### src/rtl/fpb_pkg.sv
package fpb_pkg;
    localparam int unsigned NUM_PH = 4;
    localparam int unsigned PH_W   = 2;

    typedef enum logic [1:0] {
        PH_EVAL  = 2'd0,
        PH_HOLD  = 2'd1,
        PH_RESET = 2'd2,
        PH_WAIT  = 2'd3
    } phase_e;
endpackage

### src/rtl/fpb_ring_ctr.sv
module fpb_ring_ctr
    import fpb_pkg::*;
(
    input  logic            clk,
    input  logic            rst_n,
    output logic [PH_W-1:0] cnt_q_o,
    output logic [PH_W-1:0] cnt_nxt_o
);
    typedef struct packed {
        logic [PH_W-1:0] cnt;
    } ctr_t;

    ctr_t st_d, st_q;

    // The count rests on the wait slot of output 0, so that the first step lands on its evaluation.
    always_comb begin
        st_d     = st_q;
        st_d.cnt = st_q.cnt + 1'b1;
    end

    always_ff @(posedge clk or negedge rst_n) begin
        if (!rst_n) st_q <= '{cnt: PH_WAIT};
        else        st_q <= st_d;
    end

    assign cnt_q_o   = st_q.cnt;
    assign cnt_nxt_o = st_d.cnt;
endmodule

### src/rtl/fpb_slot.sv
module fpb_slot
    import fpb_pkg::*;
#(
    parameter int unsigned IDX = 0
) (
    input  logic            clk,
    input  logic            rst_n,
    input  logic [PH_W-1:0] cnt_nxt_i,
    output logic [PH_W-1:0] phase_o,
    output logic            bias_o
);
    localparam logic [PH_W-1:0] OFS = PH_W'(IDX % NUM_PH);

    typedef struct packed {
        logic            armed;
        logic [PH_W-1:0] phase;
        logic            bias;
    } slot_t;

    slot_t st_d, st_q;
    logic [PH_W-1:0] raw;

    always_comb begin
        st_d       = st_q;
        raw        = cnt_nxt_i - OFS;
        // The slot stays parked in wait until its own first evaluation slot arrives.
        st_d.armed = st_q.armed | (raw == PH_EVAL);
        st_d.phase = st_d.armed ? raw : PH_WAIT;
        st_d.bias  = st_d.armed & ((raw == PH_EVAL) | (raw == PH_HOLD));
    end

    always_ff @(posedge clk or negedge rst_n) begin
        if (!rst_n) st_q <= '{armed: 1'b0, phase: PH_WAIT, bias: 1'b0};
        else        st_q <= st_d;
    end

    assign phase_o = st_q.phase;
    assign bias_o  = st_q.bias;
endmodule

### src/rtl/fpb_level_map.sv
module fpb_level_map
    import fpb_pkg::*;
#(
    parameter int unsigned N_LEVELS = 6
) (
    input  logic [NUM_PH-1:0]        bias_i,
    input  logic [NUM_PH*PH_W-1:0]   phase_i,
    output logic [N_LEVELS-1:0]      lvl_en_o,
    output logic [N_LEVELS*PH_W-1:0] lvl_phase_o
);
    for (genvar j = 0; j < N_LEVELS; j++) begin : g_lvl
        localparam int unsigned SRC = j % NUM_PH;
        assign lvl_en_o[j]                 = bias_i[SRC];
        assign lvl_phase_o[j*PH_W +: PH_W] = phase_i[SRC*PH_W +: PH_W];
    end
endmodule

### src/rtl/fourph_bias_gen.sv
module fourph_bias_gen
    import fpb_pkg::*;
#(
    parameter int unsigned N_LEVELS = 6
) (
    input  logic                      clk,
    input  logic                      rst_n,
    output logic [3:0]                bias_o,
    output logic [7:0]                phase_o,
    output logic [N_LEVELS-1:0]       lvl_en_o,
    output logic [2*N_LEVELS-1:0]     lvl_phase_o
);
    localparam int unsigned PHASE_BITS = NUM_PH * PH_W;

    logic [PH_W-1:0]       cnt_q;
    logic [PH_W-1:0]       cnt_nxt;
    logic [NUM_PH-1:0]     bias_w;
    logic [PHASE_BITS-1:0] phase_w;

    fpb_ring_ctr u_ctr (
        .clk       (clk),
        .rst_n     (rst_n),
        .cnt_q_o   (cnt_q),
        .cnt_nxt_o (cnt_nxt)
    );

    for (genvar k = 0; k < NUM_PH; k++) begin : g_slot
        fpb_slot #(.IDX(k)) u_slot (
            .clk       (clk),
            .rst_n     (rst_n),
            .cnt_nxt_i (cnt_nxt),
            .phase_o   (phase_w[k*PH_W +: PH_W]),
            .bias_o    (bias_w[k])
        );
    end

    fpb_level_map #(.N_LEVELS(N_LEVELS)) u_map (
        .bias_i      (bias_w),
        .phase_i     (phase_w),
        .lvl_en_o    (lvl_en_o),
        .lvl_phase_o (lvl_phase_o)
    );

    // The count is consumed only through its next value; this keeps it visibly in use.
    logic cnt_unused;
    assign cnt_unused = ^cnt_q;

    assign bias_o  = bias_w;
    assign phase_o = phase_w;
endmodule

### config.mk
export PLATFORM = sky130hd
export DESIGN_NAME = fourph_bias_gen
export DESIGN_NICKNAME = d
export VERILOG_FILES = /design/src/rtl/fpb_pkg.sv /design/src/rtl/fpb_ring_ctr.sv /design/src/rtl/fpb_slot.sv /design/src/rtl/fpb_level_map.sv /design/src/rtl/fourph_bias_gen.sv
export SDC_FILE = /design/constraint.sdc
export NUM_CORES = 1
export LEC_CHECK = 0
export ABC_CLOCK_PERIOD_IN_PS = 1600
export BUFFER_PORTS_ARGS = -buffer_cell sky130_fd_sc_hd__buf_2
export CAP_MARGIN = 20
export CORE_UTILIZATION = 37
export DETAILED_ROUTE_END_ITERATION = 12
export GPL_TIMING_DRIVEN = 0
export MAX_ROUTING_LAYER = met4
export PLACE_DENSITY_LB_ADDON = 0.2
export SLEW_MARGIN = 40
export SYNTH_ARGS = -nofsm -noshare
export SYNTH_HDL_FRONTEND = slang
export SYNTH_SLANG_ARGS = --single-unit
### constraint.sdc
create_clock -name clk -period 1.6 [get_ports clk]
set_input_delay 0.16 -clock clk [delete_from_list [all_inputs] [get_ports clk]]
set_output_delay 0.16 -clock clk [all_outputs]
set_load 0.01 [all_outputs]
==> metrics, run 1 <==
die area 2480 sq um; pin count of the biggest net entering global routing 19; CP max-delay cell dfstp_2; die width 49.8 um; Leak 0.573 nW; Worst Path Buf+Inv 1; Hold WS 0.329 ns; via count 505; Max-Cap Viols 0; Mapped Area 846 sq um; Rel. slew slack 0.753; total routed wirelength 1070 um; clk_lat worst skew 0.28 ns; I/O pin cnt 32; register area share after synthesis 0.547; cells along the critical path inv_1, ha_1, or2_1, and2_1; CP Launch Point u_ctr.cnt_q_o[0]$_DFF_PN1_; initial core utilization 0.410; final setup vio count 0; Placeable Area 2060 sq um; row count 16; Max H-tree Level 1; Area Growth Syn to Fin 29.3%; DRT Pass-1 Iters 2; Cell Pwr Density 671 nW/um^2; drt initial violations 2; Synth top area share 0.311; Reg2Reg Launch Point u_ctr.cnt_q_o[0]$_DFF_PN1_; drt via density 3.74; clk slew on worst S/H paths 0.10 ns; commonest non-fill, non-tap cell in the layout buf_2; Critical Path Start Type register; syn nets 78; Distinct cells, synth 12; Antenna diodes 0; minimum clock period 1.52 ns; CP Class reg2reg; share of layout cells above drive strength 1 0.704; CTS buffer count 3; final core utilization 0.530; Max clock buf depth 2; CP top delay family flip-flops; hold violation total from the final report 0; critical path arrival 1.70 ns; critical-path maximum fanout 7; crit path capture type register; final net count 115; # DRC 0; All-Layer GR Usage 0.104; worst slew pin tran 0.370 ns; Final Skew 0.00337 ns; Ys Warns 0; Pins Over Slew Limit 0; biggest area consumer among synthesized cells dfstp_2; Synth Area per Inst 11.7 sq um; first-pass GRT wire length 1760 um; gpl congestion 0.715; fin crit share 0.948; fmax 659 MHz; Root Driver clkbuf_4; total grt overflow 0; HPWL after DPL 778 um; Synth area leaders dfstp_2, buf_4, dfrtp_1; Worst Hold Class in2async; status finished clean; max incr delay on CP 0.63 ns; post-route antenna net violation count 0; vias in the first global route 417; initial antenna violation count 0; I/O Buffers 31; peak supply drop 0.000384 V; drt wl/cell 7.96 um; commonest non-fill, non-tap cells in the layout buf_2, buf_4, dfstp_2; Yosys reg bits 18; CP required 1.78 ns; TritonCTS clock tree built; clock tree sinks 18; Syn Inst Count 72; Die Ht 49.8 um
==> sequential cells by signal (all words and copies together) (netlist names) <==
signal                 count
g_slot.u_slot.st_q         4
g_slot.u_slot.bias_o       4
g_slot.u_slot.phase_o      8
u_ctr.cnt_q_o              2
==> per-stage QoR <==
step	power (W)	setup TNS [ns]	area (sq um)	cells	worst slack, ns
4_1_cts	0.000747	0	1080	135	0.0286
3_5_place_dp	0.000473	-0.00400	1030	130	-0.00341
3_3_place_gp	0.000473	0	1030	130	0.00380
2_1_floorplan	0.000464	0	846	72	0.138
5_1_grt	0.000773	-0.0121	1090	135	-0.0121
6_report	0.000734	0	1090	135	0.0824
==> area by class of cell <==
cell class | instances | area [sq um]
fill | 173 | 968
timing repair buffer | 32 | 165
multi-input combinational | 22 | 163
tap | 27 | 33.8
buffer | 30 | 225
clock buffer | 4 | 36.3
sequential | 18 | 463
inverter | 2 | 7.51
==> cells by family after synthesis <==
| kind of cell | after synthesis | share of synthesized area |
|---|---|---|
| buf+inv | 32 | 0.275 |
| flops | 18 | 0.547 |
| simple gates | 16 | 0.0976 |
| fa+ha+maj | 4 | 0.0592 |
| xor+xnor | 2 | 0.0207 |
==> layer usage <==
metal	track usage	up-vias	part of all wire	routed length, um
li1	-	264	-	-
met3	0.0370	2	0.047	51
met2	0.158	16	0.53	572
met5	-	-	0	0
met1	0.108	223	0.41	437
met4	0.0857	0	0.011	12
==> cell usage after synthesis <==
cell	instances
and2_1	3
buf_4	30
dfrtp_1	8
dfstp_2	10
ha_1	4
inv_1	2
nand2_1	7
nand2b_1	1
nor2b_1	1
or2_1	4
xnor2_1	1
xor2_1	1
==> path summary, 6_finish.rpt <==
path | to | slack (ns) | depth (start not counted)
setup / recovery | g_slot[3].u_slot.bias_o$_DFF_PN0_ | 0.08 | 4
hold / removal | g_slot[1].u_slot.st_q[3]$_DFF_PN0_ | 0.33 | 2
setup reg to reg | g_slot[3].u_slot.bias_o$_DFF_PN0_ | 0.08 | 4
hold reg to reg | g_slot[3].u_slot.st_q[3]$_DFF_PN0_ | 0.50 | 1
max in group asynchronous | g_slot[0].u_slot.phase_o[0]$_DFF_PN1_ | 0.96 | 2
min in group clk | g_slot[3].u_slot.st_q[3]$_DFF_PN0_ | 0.50 | 1
==> timing repair <==
action / in CTS / in global routing
resized for setup: 1 / 1
endpoints found under the setup margin: 2 / 3
hold buffers: 1 / 0
endpoints found under the hold margin: 8 / 0
setup buffers: 0 / 0
==> power breakdown <==
group | internal (W) | switching [W] | leakage (nW) | total [W]
Combinational | 0.00000249 | 0.00000817 | 0.365 | 0.0000107
Clock | 0.000138 | 0.000129 | 0.0210 | 0.000267
Sequential | 0.000456 | 0 | 0.187 | 0.000456
Total | 0.000597 | 0.000137 | 0.573 | 0.000734
==> worst reg2reg max path, stage by stage, from the launching register on <==
cell     delay [ns]
dfstp_2        0.63
inv_1          0.15
ha_1           0.22
or2_1          0.26
and2_1         0.16
(Power assumes the default switching activity.)
==> run 2, diff against run 1 <==
CORE_MARGIN = 5   (was unset)
==> run 2 against run 1 <==
  * Sequential cell count unchanged
  * Global-route usage decreased by 2.0 points
  * Critical path depth unchanged
  * Worst hold slack got worse by 0.021 ns
  * Maximum frequency increased by 0.21%
  * Non-clock buffer count increased by 2
  * Sequential share of layout area decreased by 0.24 points
  * First-iteration DRC count decreased by 50%
  * Clock power about the same
  * Clock skew decreased by 0.0026 ns
  * Count of clock-buffer cells in the layout unchanged
  * Setup slack improved by 0.0032 ns
  * Critical endpoint unchanged
  * Highest routed layer unchanged
==> metrics, run 2 (synthesis results as in run 1) <==
Net Sw Frac 0.186 (-0.000819); TritonCTS clock tree built; CP required 1.83 ns (+0.05 ns); share of layout cells above drive strength 1 0.709 (+0.00539); final setup vio count 0 (unchanged); minimum clock period 1.51 ns (-0.00316 ns); via count 510 (+0.99%); CTS buffer count 3 (unchanged); sequential power share 0.622 (about the same); commonest non-fill, non-tap cell in the layout buf_4; max reg flops 8 (unchanged); I/O pin cnt 32 (unchanged); I/O Buffers 31 (unchanged); post-route antenna net violation count 0 (unchanged); Placeable Area 2190 sq um (+6.2%); critical-path maximum fanout 7 (unchanged); hold violation total from the final report 0 (unchanged); Comb power frac 0.014 (about the same); Pins Over Slew Limit 0 (unchanged); pin count of the biggest net entering global routing 19 (unchanged); clock share of power 0.364 (about the same); Antenna diodes 0 (unchanged); Tot Pwr 0.000734 W (about the same); Int Pwr 0.000597 W (about the same); HPWL after DPL 962 um (+24%); fmax 660 MHz (+0.21%); final net count 117 (+1.7%); fin crit share 0.947 (-0.00197); first-pass GRT wire length 2050 um (+16%); final-layout fill cell count 191 (+10%); Hold WS 0.308 ns (-0.0210 ns); placed cell count 131 (+0.77%); Switch Pwr 0.000137 W (-0.52%); worst slew pin tran 0.370 ns (-0.000180 ns); Leak 0.580 nW (+1.1%); commonest non-fill, non-tap cells in the layout buf_4, buf_2, dfstp_2; clk_lat worst skew 0.28 ns (about the same); die width 57.8 um (+16%); drt via density 3.70 (-1.2%); row count 17 (+1); status finished clean; Seq. cell area 463 sq um (unchanged); fin cells 138 (+2.2%); Root Driver clkbuf_4; Rel. slew slack 0.754 (about the same); # DRC 0 (unchanged); vias in the first global route 483 (+16%); Die Ht 57.8 um (+16%); Post-DP Area 1040 sq um (+0.12%); critical path arrival 1.74 ns (+0.04 ns); clock tree sinks 18 (unchanged); drt initial violations 1 (-1); Max clock buf depth 2 (unchanged); DRT Pass-1 Iters 2 (unchanged); initial antenna violation count 0 (unchanged); peak supply drop 0.000400 V (+4.1%); drt wl/cell 8.93 um (+12%); crit path capture type register; Max H-tree Level 1 (unchanged); total grt overflow 0 (unchanged); Critical Path Start Type register; Max-Cap Viols 0 (unchanged); Area Growth Syn to Fin 30.0%; die area 3340 sq um (+35%); Final Skew 0.000776 ns (-0.00260 ns); Worst Hold Class in2async; gpl congestion 0.704 (-1.5%); All-Layer GR Usage 0.0846 (-0.0197); clk slew on worst S/H paths 0.09 ns (about the same); post-route cell area 1100 sq um (+0.57%); initial core utilization 0.386 (-0.0241); total routed wirelength 1230 um (+15%); CP Class reg2reg; Cell Pwr Density 667 nW/um^2 (-0.65%); multi-input combinational cell area 153 sq um (-6.2%)
-- run 2: worst paths after layout --
kind                                                         end  depth (start not counted)  slack [ns]                        from
min reg2reg                g_slot[2].u_slot.phase_o[0]$_DFF_PN1_                          1        0.50  u_ctr.cnt_q_o[0]$_DFF_PN1_
min in group clk           g_slot[2].u_slot.phase_o[0]$_DFF_PN1_                          1        0.50  u_ctr.cnt_q_o[0]$_DFF_PN1_
max reg2reg                    g_slot[3].u_slot.bias_o$_DFF_PN0_                          4        0.09  u_ctr.cnt_q_o[0]$_DFF_PN1_
min                           g_slot[1].u_slot.st_q[3]$_DFF_PN0_                          2        0.31                       rst_n
max                            g_slot[3].u_slot.bias_o$_DFF_PN0_                          4        0.09  u_ctr.cnt_q_o[0]$_DFF_PN1_
max in group asynchronous  g_slot[2].u_slot.phase_o[0]$_DFF_PN1_                          2        0.98                       rst_n
-- run 2: cell type report --
cell class,instances,area share
well taps,28,0.0319
repair buffers,34,0.164
plain buffers,30,0.205
clock buffers,4,0.0330
inverters,2,0.00683
flip-flops and latches,18,0.421
multi-input cells,22,0.139
-- run 2: stage by stage --
stage	utilization	setup slack (ns)	setup TNS (ns)
floorplan	-	0.138	0
detailed placement	0.473	0.00394	0
CTS	0.495	0.0386	0
global route	0.502	-0.0107	-0.0107
finish	0.502	0.0856	0
global placement	0.473	-0.00363	-0.00376
-- run 2: worst max-delay path: stages (launching register included) --
cell	delay, ns
dfstp_2	0.60
inv_1	0.12
ha_2	0.42
xor2_1	0.18
and2_1	0.14
-- run 2: what timing repair did --
action | CTS | global route
endpoints found under the setup margin | 2 | 2
hold endpoints to repair | 8 | 0
hold buffers | 1 | 0
pin swaps | 0 | 0
buffers inserted | 0 | 2
gates resized for setup | 1 | 0
-- run 2: routing by layer --
layer  wire [um]  vias to the layer above  share of wire  GRT usage
met2         612                       18           0.50      0.132
met3         134                        2           0.11     0.0290
li1            -                      263              -          -
met4          14                        0          0.011     0.0695
met5           0                        -              0          -
met1         472                      227           0.38     0.0845
-- run 2: power by group through the flow --
stage,clock [W],combinational [W],sequential (W)
after floorplan,0,0.000000000238,0.000464
after global placement,0,0.00000952,0.000464
after detailed placement,0,0.00000949,0.000464
after CTS,0.000286,0.0000114,0.000456
after global routing,0.000301,0.0000128,0.000456
final,0.000267,0.0000105,0.000456
==> run 3, diff against run 2 <==
BUFFER_PORTS_ARGS = -buffer_cell sky130_fd_sc_hd__buf_4   (was -buffer_cell sky130_fd_sc_hd__buf_2)
==> run 3 against run 2 <==
  * Die area unchanged
  * Register-to-register slack gained 0.09 ns
  * Sequential power is essentially flat
  * Sequential share of layout area is 2.5 points lower
  * Combinational power rose by 10%
  * Count of clock-buffer cells in the layout is the same
  * Global-route usage shrank 0.29 points
  * Maximum frequency grew 6.6%
  * Largest cell class is now non-clock buffers
  * Largest power group unchanged
==> metrics, run 3 (synthesis results as in run 1) <==
Int Pwr 0.000598 W (+0.11%); fin crit share 0.888 (-0.0585); post-route cell area 1170 sq um (+6.4%); peak supply drop 0.000551 V (+38%); Placeable Area 2190 sq um (unchanged); drt initial violations 7 (+6); Worst Path Buf+Inv 1 (unchanged); Max H-tree Level 1 (unchanged); hold violation total from the final report 0 (unchanged); Area Growth Syn to Fin 38.3%; cells along the critical path inv_1, ha_2, xor2_1, and2_1; # DRC 0 (unchanged); max incr delay on CP 0.55 ns (-0.05 ns); Cell Pwr Density 626 nW/um^2 (-6.1%); sequential power share 0.623 (about the same); vias in the first global route 485 (+0.41%); clk_lat worst skew 0.28 ns (about the same); drt via density 3.88 (+4.9%); worst-case reg-to-reg path depth 4 (unchanged); Post-DP Area 1110 sq um (+7.5%); reg-to-reg endpoint g_slot[3].u_slot.bias_o$_DFF_PN0_; Final Skew 0.00182 ns (+0.00104 ns); total routed wirelength 1260 um (+2.1%); TritonCTS clock tree built; die width 57.8 um (unchanged); final setup vio count 0 (unchanged); worst slew pin tran 0.220 ns (-0.150 ns); share of layout cells above drive strength 1 0.706 (-0.00267); crit path capture type register; Critical Path Start Type register; Root Driver clkbuf_4; drt wl/cell 9.19 um (+2.9%); CP required 1.83 ns (about the same); total grt overflow 0 (unchanged); final net count 116 (-0.85%); DRT Pass-1 Iters 2 (unchanged); row count 17 (unchanged); clock share of power 0.361 (-0.003); Worst Hold Class in2async; clk slew on worst S/H paths 0.09 ns (about the same); post-route antenna net violation count 0 (unchanged); setup TNS 0 ns (unchanged); initial core utilization 0.386 (unchanged); critical path arrival 1.65 ns (-0.09 ns); gpl congestion 0.728 (+3.5%); max reg flops 8 (unchanged); Max-Cap Viols 0 (unchanged); RSZ-0062 raised after global routing no; Comb power frac 0.016 (+0.002); fmax 704 MHz (+6.6%); CP Class reg2reg; CP top delay family flip-flops; Reg2Reg Launch Point u_ctr.cnt_q_o[0]$_DFF_PN1_; initial antenna violation count 0 (unchanged); Max clock buf depth 2 (unchanged); Leak 0.602 nW (+3.9%); CP max-delay cell dfstp_2; Die Ht 57.8 um (unchanged); clock tree sinks 18 (unchanged); via count 531 (+4.1%); All-Layer GR Usage 0.0816 (-0.00294); I/O Buffers 31 (unchanged); Antenna diodes 0 (unchanged); Reg2Reg Setup Slack 0.18 ns (+0.09 ns); pin count of the biggest net entering global routing 19 (unchanged); commonest non-fill, non-tap cells in the layout buf_4, dfstp_2, dfrtp_1; Rel. slew slack 0.853 (+0.0998); Pins Over Slew Limit 0 (unchanged); critical-path maximum fanout 7 (unchanged); placed cell count 131 (unchanged); commonest non-fill, non-tap cell in the layout buf_4; fin cells 137 (-0.72%); Switch Pwr 0.000135 W (-1.4%); Net Sw Frac 0.184 (-0.00228); first-pass GRT wire length 2040 um (-0.34%); minimum clock period 1.42 ns (-0.0937 ns); status finished clean; I/O pin cnt 32 (unchanged); die area 3340 sq um (unchanged); CTS buffer count 3 (unchanged); HPWL after DPL 978 um (+1.6%)
-- run 3: cell count changes in the layout (fill, tap and decap cells not counted), sizes merged --
cell	previous run	this run
buf	63	62
-- run 3: power groups by stage --
| stage | clock, W | sequential [W] | combinational (W) |
|---|---|---|---|
| floorplan | 0 | 0.000464 | 0.000000000238 |
| global placement | 0 | 0.000464 | 0.0000103 |
| detailed placement | 0 | 0.000464 | 0.0000101 |
| CTS | 0.000280 | 0.000456 | 0.0000122 |
| global route | 0.000296 | 0.000456 | 0.0000139 |
| finish | 0.000265 | 0.000456 | 0.0000116 |
-- run 3: how the worst max path moves through the flow --
stage                               startpoint                                end  slack (ns)  depth (start not counted)
finish              u_ctr.cnt_q_o[0]$_DFF_PN1_  g_slot[3].u_slot.bias_o$_DFF_PN0_        0.18                          4
global route        u_ctr.cnt_q_o[0]$_DFF_PN1_  g_slot[3].u_slot.bias_o$_DFF_PN0_        0.08                          4
CTS                 u_ctr.cnt_q_o[0]$_DFF_PN1_  g_slot[3].u_slot.bias_o$_DFF_PN0_        0.04                          4
detailed placement  u_ctr.cnt_q_o[0]$_DFF_PN1_  g_slot[1].u_slot.bias_o$_DFF_PN0_      -0.006                          4
global placement    u_ctr.cnt_q_o[0]$_DFF_PN1_  g_slot[3].u_slot.bias_o$_DFF_PN0_      -0.002                          4
floorplan           u_ctr.cnt_q_o[0]$_DFF_PN1_  g_slot[3].u_slot.bias_o$_DFF_PN0_        0.14                          4
-- run 3: area by class of cell --
class | instances | area [sq um]
Buffer | 30 | 225
Clock buffer | 4 | 36.3
Fill cell | 187 | 1020
Inverter | 2 | 7.51
Multi-Input combinational cell | 22 | 153
Sequential cell | 18 | 463
Tap cell | 28 | 35.0
Timing Repair Buffer | 33 | 250
-- run 3: metal layers --
layer  GRT usage  up-vias  routed length (um)
met5           -        -                   0
met4      0.0596        0                  14
met3      0.0178        2                 126
met2       0.131       16                 681
met1      0.0884      249                 436
li1            -      264                   -
-- run 3: repair_timing --
item,CTS,global route
setup buffers,0,1
hold buffers,1,0
pin swaps,0,0
resized for setup,1,0
endpoints found under the hold margin,18,0
setup endpoints to repair,2,3
-- run 3: stage by stage --
step	total power [W]	hold WS, ns	setup WS [ns]	util
after floorplan	0.000464	-0.136	0.138	-
after global placement	0.000474	0.0347	-0.00185	0.508
after detailed placement	0.000474	0.0335	-0.00601	0.508
after CTS	0.000749	0.256	0.0401	0.531
after global routing	0.000766	0.284	0.0816	0.534
final	0.000732	0.268	0.179	0.534
